<file path="config.mk">
export PLATFORM = sky130hd
export DESIGN_NAME = farm_junction_ctrl
export DESIGN_NICKNAME = d
export VERILOG_FILES = /design/src/rtl/junction_pkg.sv /design/src/rtl/junction_next.sv /design/src/rtl/junction_lamps.sv /design/src/rtl/farm_junction_ctrl.sv
export SDC_FILE = /design/constraint.sdc
export NUM_CORES = 1
export LEC_CHECK = 0
export ABC_CLOCK_PERIOD_IN_PS = 3050
export BUFFER_PORTS_ARGS = -buffer_cell sky130_fd_sc_hd__buf_2
export CORE_AREA = 4 4 41 43
export DETAILED_ROUTE_END_ITERATION = 8
export DIE_AREA = 0 0 45 47
export SETUP_SLACK_MARGIN = 0.5
export SYNTH_ARGS = -nofsm -noshare
export SYNTH_HDL_FRONTEND = slang
export SYNTH_HIERARCHICAL = 1
export SYNTH_SLANG_ARGS = --single-unit
</file>
<file path="constraint.sdc">
create_clock -name clk -period 3.05 [get_ports clk]
set_input_delay 0 -clock clk [delete_from_list [all_inputs] [get_ports clk]]
set_output_delay 0 -clock clk [all_outputs]
set_load 0.05 [all_outputs]
</file>
<file path="src/rtl/junction_pkg.sv">
// Shared definitions for the junction signal controller.
// Assumes six phases packed into a 3-bit code; codes 6 and 7 are unused.
package junction_pkg;

    localparam int PHASE_W = 3;
    localparam int NUM_ROADS = 2;

    // Phase order follows the light sequence around the full cycle.
    typedef enum logic [PHASE_W-1:0] {
        HWY_GO       = 3'd0,
        HWY_SLOW     = 3'd1,
        STOP_INTO    = 3'd2,
        FRM_GO       = 3'd3,
        FRM_SLOW     = 3'd4,
        STOP_OUTOF   = 3'd5
    } phase_t;

    // One road's lamp set.
    typedef struct packed {
        logic grn;
        logic yel;
        logic red;
    } lamp_t;

endpackage

</file>
<file path="src/rtl/junction_next.sv">
// Next-phase logic for the junction controller.
// Only the two green phases look at the sensor; every yellow and all-red
// phase advances unconditionally. Unused codes recover to highway green.
module junction_next
    import junction_pkg::*;
(
    input  phase_t cur_phase,
    input  logic   car_here,
    output phase_t nxt_phase
);

    // Purpose: select the following phase from the current one and the sensor.
    always_comb begin
        unique case (cur_phase)
            HWY_GO:     nxt_phase = car_here ? HWY_SLOW : HWY_GO;
            HWY_SLOW:   nxt_phase = STOP_INTO;
            STOP_INTO:  nxt_phase = FRM_GO;
            FRM_GO:     nxt_phase = car_here ? FRM_GO : FRM_SLOW;
            FRM_SLOW:   nxt_phase = STOP_OUTOF;
            STOP_OUTOF: nxt_phase = HWY_GO;
            default:    nxt_phase = HWY_GO;
        endcase
    end

endmodule

</file>
<file path="src/rtl/junction_lamps.sv">
// Lamp decode for one road. The road's green and yellow phases are given by
// parameter; the road shows red in every other phase. Purely combinational.
module junction_lamps
    import junction_pkg::*;
#(
    parameter phase_t GO_PHASE   = HWY_GO,
    parameter phase_t SLOW_PHASE = HWY_SLOW
) (
    input  phase_t cur_phase,
    output lamp_t  lamps
);

    // Purpose: light exactly one lamp for this road from the current phase.
    always_comb begin
        lamps = '{grn: 1'b0, yel: 1'b0, red: 1'b0};
        if (cur_phase == GO_PHASE)
            lamps.grn = 1'b1;
        else if (cur_phase == SLOW_PHASE)
            lamps.yel = 1'b1;
        else
            lamps.red = 1'b1;
    end

endmodule

</file>
<file path="src/rtl/farm_junction_ctrl.sv">
// Top of the highway / farm road signal controller (Moore machine).
// Holds the phase register, instantiates the next-phase logic and one lamp
// decoder per road. Reset is synchronous, active low. The sensor is assumed
// already synchronised to clk.
module farm_junction_ctrl
    import junction_pkg::*;
(
    input  logic clk,
    input  logic rst_n,
    input  logic car_sense,
    output logic hwy_grn,
    output logic hwy_yel,
    output logic hwy_red,
    output logic frm_grn,
    output logic frm_yel,
    output logic frm_red
);

    phase_t state_q;
    phase_t state_d;
    lamp_t  road_lamps [NUM_ROADS];

    junction_next u_next (
        .cur_phase (state_q),
        .car_here  (car_sense),
        .nxt_phase (state_d)
    );

    // Purpose: phase register with synchronous active-low reset.
    always_ff @(posedge clk) begin
        if (!rst_n)
            state_q <= HWY_GO;
        else
            state_q <= state_d;
    end

    // Road 0 is the highway, road 1 the farm road.
    for (genvar r = 0; r < NUM_ROADS; r++) begin : g_road
        localparam phase_t GO_P   = (r == 0) ? HWY_GO   : FRM_GO;
        localparam phase_t SLOW_P = (r == 0) ? HWY_SLOW : FRM_SLOW;
        junction_lamps #(
            .GO_PHASE   (GO_P),
            .SLOW_PHASE (SLOW_P)
        ) u_lamps (
            .cur_phase (state_q),
            .lamps     (road_lamps[r])
        );
    end

    // Purpose: drive the lamp ports from the per-road decoders.
    always_comb begin
        hwy_grn = road_lamps[0].grn;
        hwy_yel = road_lamps[0].yel;
        hwy_red = road_lamps[0].red;
        frm_grn = road_lamps[1].grn;
        frm_yel = road_lamps[1].yel;
        frm_red = road_lamps[1].red;
    end

endmodule

</file>
==> results of run 1 <==
[worst max-delay path: stages (launching register included)]
cell,delay [ns]
sky130_fd_sc_hd__dfxtp_1,0.47
sky130_fd_sc_hd__and3b_1,0.23
sky130_fd_sc_hd__nor2_1,0.09
sky130_fd_sc_hd__buf_2,0.26
[report_power, final]
group | internal, W | switching, W | total (W)
Combinational | 0.0000172 | 0.0000344 | 0.0000516
Clock | 0.0000490 | 0.0000198 | 0.0000688
Sequential | 0.0000427 | 0.00000675 | 0.0000494
Total | 0.000109 | 0.0000609 | 0.000170
[synth_stat cells]
master,instances
sky130_fd_sc_hd__nor2b_4,1
sky130_fd_sc_hd__nor3b_2,1
sky130_fd_sc_hd__inv_1,1
sky130_fd_sc_hd__o21bai_1,1
sky130_fd_sc_hd__nor3_1,1
sky130_fd_sc_hd__a211oi_2,1
sky130_fd_sc_hd__and2_1,4
sky130_fd_sc_hd__nor2b_1,1
sky130_fd_sc_hd__or2_1,1
sky130_fd_sc_hd__a211oi_1,1
sky130_fd_sc_hd__dfxtp_1,3
sky130_fd_sc_hd__a22o_1,1
sky130_fd_sc_hd__nor3b_1,1
sky130_fd_sc_hd__nor2_1,2
sky130_fd_sc_hd__and3b_1,1
[cell type report]
class | instances | share of cell area, %
Clock buffer | 4 | 9.13
Inverter | 1 | 1.30
Multi-Input combinational cell | 17 | 44.8
Sequential cell | 3 | 20.9
Tap cell | 15 | 6.52
Timing Repair Buffer | 9 | 17.4
[logic make-up (layout without fill, tap and decap cells)]
kind of cell,Yosys count,count (layout),share of synthesized area (%)
simple gates,13,13,48.1
compound gates,4,4,18.8
flops,3,3,31.2
buf+inv,1,14,1.95
[through the flow]
step / total power [W] / hold WS, ns / util [%]
floorplan: 0.0000897 / 0.122 / -
global placement: 0.000101 / 0.233 / 19.3
detailed placement: 0.000101 / 0.235 / 19.3
CTS: 0.000174 / 0.207 / 22.1
global route: 0.000183 / 0.209 / 22.1
finish: 0.000170 / 0.207 / 22.1
[routing by layer]
layer / track usage (%) / vias to the layer above / wire length (microns)
met5: 0 / - / 0
met4: 7.02 / 0 / 0
met3: 3.83 / 0 / 22
met2: 7.34 / 3 / 208
met1: 3.85 / 78 / 181
li1: - / 99 / -
[worst max-delay path by stage]
| stage | from | slack, ns | to |
|---|---|---|---|
| CTS | state_q[2] | 1.75 | frm_red |
| finish | state_q[2] | 1.77 | frm_red |
| detailed placement | state_q[1] | 1.98 | state_q[2] |
| global route | state_q[2] | 1.65 | frm_red |
| global placement | state_q[1] | 1.99 | state_q[2] |
| floorplan | state_q[2] | 1.47 | frm_red |
==> results.md, run 1 <==
Place:
- The pre-CTS worst setup slack is 1.98 ns.
- Routability-driven placement finished with a final weighted congestion of 0.654.
- The post-detailed-placement cell area is 251 sq um.
- In this run the tool buffered the top-level ports with 8 buffer cells.
- The number of placed instances, taps included, is 44.

Hold path:
- The start point of the worst min-delay path is car_sense.
- The count of cells along the worst hold path is 4.
- The worst hold path terminates at state_q[0].
- The worst min-delay path class is in2reg.

Die:
- The die is 45 microns wide.
- The vertical die dimension is 47 microns.
- For this configuration, the core starts out at a cell density of 14.8%.
- The boundary pin count is 9.
- The floorplan step defined a die boundary enclosing 0.00212 sq mm.
- The floorplan has 13 rows.
- The placeable core region is around 0.0013 sq mm.

Layout:
- Of the cells placed in the final design, the portion with a size suffix greater than 1 is 41.2%.
- The register with the highest flop count is state_q.
- The count of inserted antenna diode cells is 0.
- The library cell used most frequently in the layout, excluding fill and tap cells, is sky130_fd_sc_hd__buf_2.
- The largest registers in the layout are state_q: 3 flops.
- The final net count is 38.
- The post-route cell area is 288 sq um.
- Across the whole layout, storage elements account for about 60 sq um.
- The post-route non-filler standard cell count is 49.
- The synthesis-to-finish area growth is 49.4%.
- In the layout the commonest cells are 8 x sky130_fd_sc_hd__buf_2, 4 x sky130_fd_sc_hd__and2_1, 3 x sky130_fd_sc_hd__clkbuf_4, 3 x sky130_fd_sc_hd__dfxtp_1, 2 x sky130_fd_sc_hd__nor2_1.
- In the final layout, the multi-input gates occupy 129 sq um.
- The layout has around 160 filler cells.
- The register with the most flip-flops in the layout has 3 of them.

STA:
- Setup repair after global routing left no endpoint under its margin.
- For the pin with the worst max-slew slack, the measured transition is approximately 0.31 ns.
- The tightest slew margin relative to the limit is ~79%.
- The number of max-slew violations in the final report is 0.
- The number of hold violations in the final report came to 0.
- Across all setup checks in the final design, the least slack found is 1.77 ns.
- Across the routed clock network, the largest skew measured is 0.00140 ns.
- The maximum clock frequency is 781 MHz.
- After layout, the worst path uses 42.0% of the clock period.
- For the finished layout, the period the worst path requires is between 1 and 1.5 ns.
- Setup violations remaining at the end of the flow were counted as 0.
- The aggregate negative setup slack is 0 ns.

Synth:
- By area the synthesized netlist is led by sky130_fd_sc_hd__dfxtp_1 31%, sky130_fd_sc_hd__and2_1 13%, sky130_fd_sc_hd__nor2b_4 7.1%.
- The count of synthesis-stage warnings from yosys is 6.
- sky130_fd_sc_hd__dfxtp_1 takes more of the synthesized area than any other cell.
- The top cell type's share of synthesized area is 31.2%.
- The post-synthesis sequential area ratio is 31.2%.
- The number of nets handed over by synthesis was 24.
- The average instance in the mapped netlist occupies 9.18 sq um.
- Counting flops and latches in the post-synthesis netlist gives 3.
- The post-synthesis cell type count is 15.
- The cell count after synthesis is 21.
- In this run the cell area of the synthesized design comes to 193 sq um.

Routing:
- The final route contains 180 vias.
- The number of routed nets with antenna violations is 0.
- The total wire length is 412 microns.
- The violation count after the first detailed-route iteration is 0.
- The average wire length per cell after detail routing is 8.41 microns.
- The post-detailed-route DRC marker count is 0.
- Using the TritonRoute via totals, the vias-per-cell ratio works out to 3.67.
- The first-pass detailed-route iteration total is 1.

Run:
- The tool flagged a number of max-cap violations equal to 0.

GRT:
- The initial antenna violation count is 0.
- Entering global routing, the biggest net connects 11 pins.
- Global routing used 5.13% of the available tracks across all layers.
- The number of global-route vias before repair is roughly 170.
- The first global-routing pass estimated 676 microns of wire.
- The remaining global-route overflow is 0.

Clock tree:
- After clock tree synthesis, the setup repair step added 0 buffers.
- Once the clock tree was built, the resizer swapped 0 gates to a different size.
- Counting the buffers created by CTS gives 3.
- The clock net sink count is 3.
- CTS built an H-tree with a depth of 1.
- The clock network latency to the later pin of the worst-skew pair is 0.23 ns.
- The clock tree root buffer cell is sky130_fd_sc_hd__clkbuf_4.
- The clock tree from TritonCTS is done.
- The clock passes through at most 2 buffers.
- Clock-pin slew was measured on the worst setup and hold paths at around 0.04 ns.
- The number of hold buffers added after CTS was 1.

Critical path:
- The worst setup path is of the reg2out kind.
- The maximum fanout count along the critical path is 10.
- Data on the critical path arrives at its endpoint at 1.28 ns.
- In this run the critical register-to-register path is launched from state_q[1].
- The type of element capturing the critical path is an output port.
- For the worst setup path, the data required time is between 3 and 4 ns.
- In this run the register-to-register setup slack is 1.97 ns.
- The worst setup path is launched from a flip-flop.
- The worst register-to-register path has a depth of 3.
- The capture point of the worst reg-to-reg path is state_q[2].

Pwr:
- The leakage power figure is 0.131 nW.
- VDD sags by at most 0.111 mV.
- Power spread over the standard cell area amounts to 590 mW/mm^2.

Run status:
- The run finished with clean final reports.
Note: power is estimated with default switching activity, not from simulation.
==> inputs of run 2 (changes only) <==
ABC_CLOCK_PERIOD_IN_PS = 1350   (was 3050)
clock period = 1.35 ns   (was 3.05 ns; I/O delays follow)
==> results.md, run 2 (synthesized netlist as in run 1, its figures left out) <==
STA:
- Derived from the worst setup path, the maximum achievable clock frequency is ~920 MHz.
- Clock skew on the completed layout was measured at 0.000351 ns.
- Setup repair after global routing could not meet its margin everywhere.
- Summed over all failing endpoints, the final setup total negative slack is 0 ns.
- The number of hold violations in the final report came to 0.
- Setup violations remaining at the end of the flow were counted as 0.
- The worst path meets setup with 0.260 ns of slack.
- The shortest clock period the worst path allows after layout is 1.09 ns.
- The actual slew at the worst max-slew pin is 0.231 ns.
- The share of the cycle needed by the critical path after routing is 80.7%.
- The worst pin sits at a relative slew slack of between 80 and 90%.
- The number of max-slew violations in the final report is 0.

Hold path:
- The path class of the tightest hold or removal check is in2reg.

Routing:
- After detailed routing, the average wire length per cell comes to between 9 and 10 microns.
- The first-pass detailed-route iteration total is 2.
- The routed layout has between 200 and 250 vias.
- The number of routed nets with antenna violations is 0.
- The total wire length is roughly 460 microns.
- In the routed design, unresolved DRC markers number 0.
- The mean number of vias per cell is around 4.
- The first routing iteration left 3 violations.

Layout:
- The library cell used most frequently in the layout, excluding fill and tap cells, is sky130_fd_sc_hd__buf_6.
- The synthesis-to-finish area growth is 104%.
- Leaving out fill and tap cells, the most frequent cells in the layout are 7 x sky130_fd_sc_hd__buf_6, 4 x sky130_fd_sc_hd__and2_1, 3 x sky130_fd_sc_hd__clkbuf_4, 3 x sky130_fd_sc_hd__dfxtp_4.
- The filler cells instantiated in the layout total around 140.
- The register with the most flip-flops in the layout has 3 of them.
- The count of inserted antenna diode cells is 0.
- The post-route non-filler standard cell count is 51.
- The register with the most flip-flops in the final layout is state_q.
- The largest registers in the layout are state_q: 3 flops.
- In the final design database the tool counted 40 nets.
- The share of cells above drive strength 1 is 69.4%.

GRT:
- The largest net degree at the start of global routing is 9.
- The initial antenna violation count is 0.
- The number of global-route vias before repair came to 197.
- The first global-routing pass estimated roughly 760 microns of wire.
- Global routing consumed, over all layers together, 5.44% of the routing resources.
- The remaining global-route overflow is 0.

Run status:
- The run finished with clean final reports.

Die:
- The vertical die dimension is 47 microns.
- The floorplan step set the die width to approximately 45 microns.
- The number of placement rows is 13.
- 9 I/O pins were placed.
- The placeable core region is 0.00130 sq mm.
- For this configuration, the core starts out at a cell density of roughly 15%.
- The area enclosed by the die boundary is between 0.002 and 0.0025 sq mm.

Pwr:
- Dividing total power by cell area gives a power density of 1110 mW/mm^2.
- The leakage power figure is 0.166 nW.
- The maximum resistive drop on vdd is 0.390 mV.

Clock tree:
- The longest clock path from root to sink contains 2 buffers.
- The clock net sink count is 3.
- TritonCTS built the clock tree.
- The post-CTS clock slew at the launch and capture registers of the worst setup and hold paths is approximately 0.040 ns.
- The number of buffers inserted during clock tree synthesis is 3.
- CTS placed an instance of sky130_fd_sc_hd__clkbuf_4 at the clock tree root.
- The number of levels in the clock H-tree is 1.
- Clock latency on the worst-skew pair, taken at its later pin, is 0.23 ns.

Place:
- The number of buffers added on ports is 8.
- The number of instances in the placed design is 44.
- The placed wire-length estimate is about 320 microns.
- The placer congestion estimate is 0.670.
- At the placement stage, the worst setup path has a slack of 0.408 ns.

Run:
- The number of max-cap violations is 0.

Critical path:
- Data on the critical path arrives at its endpoint at 1.09 ns.
- The setup path with the least slack is of type reg2out.
- In this run the worst path has a maximum fanout of 8.
- STA puts the critical path data required time at between 1 and 1.5 ns.
- The startpoint class of the critical path is a flip-flop.
- STA classifies the critical path endpoint as an output port.
run 2: changes by cell type in the layout (fill, tap and decap cells not counted), sizes merged:
cell	delta
buf	+2
run 2: metrics by stage:
step | area (sq um) | hold slack (ns) | util, % | power [W]
after CTS | 380 | 0.253 | 29.2 | 0.000439
after detailed placement | 290 | 0.230 | 22.3 | 0.000239
after global routing | 393 | 0.265 | 30.2 | 0.000452
after floorplan | 231 | 0.121 | - | 0.000213
after global placement | 290 | 0.228 | 22.3 | 0.000238
final | 393 | 0.255 | 30.2 | 0.000434
run 2: worst max-delay path, cell delays in order, from the launching register on:
cell and delay [ns]:
sky130_fd_sc_hd__dfxtp_4 0.38, sky130_fd_sc_hd__and3b_2 0.24, sky130_fd_sc_hd__nor2_4 0.08, sky130_fd_sc_hd__buf_6 0.15
run 2: final timing paths:
check	from	cells past startpoint	endpoint	slack, ns
worst max-delay path	state_q[2]	3	frm_red	0.26
worst min-delay path	car_sense	4	state_q[0]	0.25
worst max register to register	state_q[1]	4	state_q[2]	0.33
worst min register to register	state_q[0]	3	state_q[1]	0.66
run 2: area by class of cell:
type | instances | area, sq um | area share, %
flip-flops and latches | 3 | 71.3 | 18.2
multi-input cells | 17 | 166 | 42.4
repair buffers | 11 | 106 | 27.1
well taps | 15 | 18.8 | 4.78
inverters | 1 | 3.75 | 0.955
clock buffers | 4 | 26.3 | 6.69
run 2: layer usage:
layer	vias to the layer above	GRT usage (%)	part of all wire (%)
met2	11	7.63	43
li1	104	-	-
met3	2	1.53	13
met4	0	8.77	3.7
met5	-	0	0
met1	87	5.20	40
run 2: report_power, final:
part	leakage, nW	internal, W	switching [W]
Clock	0.0150	0.000111	0.0000464
Combinational	0.124	0.0000719	0.0000909
Sequential	0.0267	0.0000960	0.0000182
run 2: what timing repair did:
action / in CTS / in global routing
hold buffers: 1 / 0
endpoints found under the setup margin: 9 / 9
endpoints found under the hold margin: 3 / 0
resized for setup: 14 / 3
pin swaps: 2 / 4
cloned: 0 / 0
buffers inserted: 2 / 0
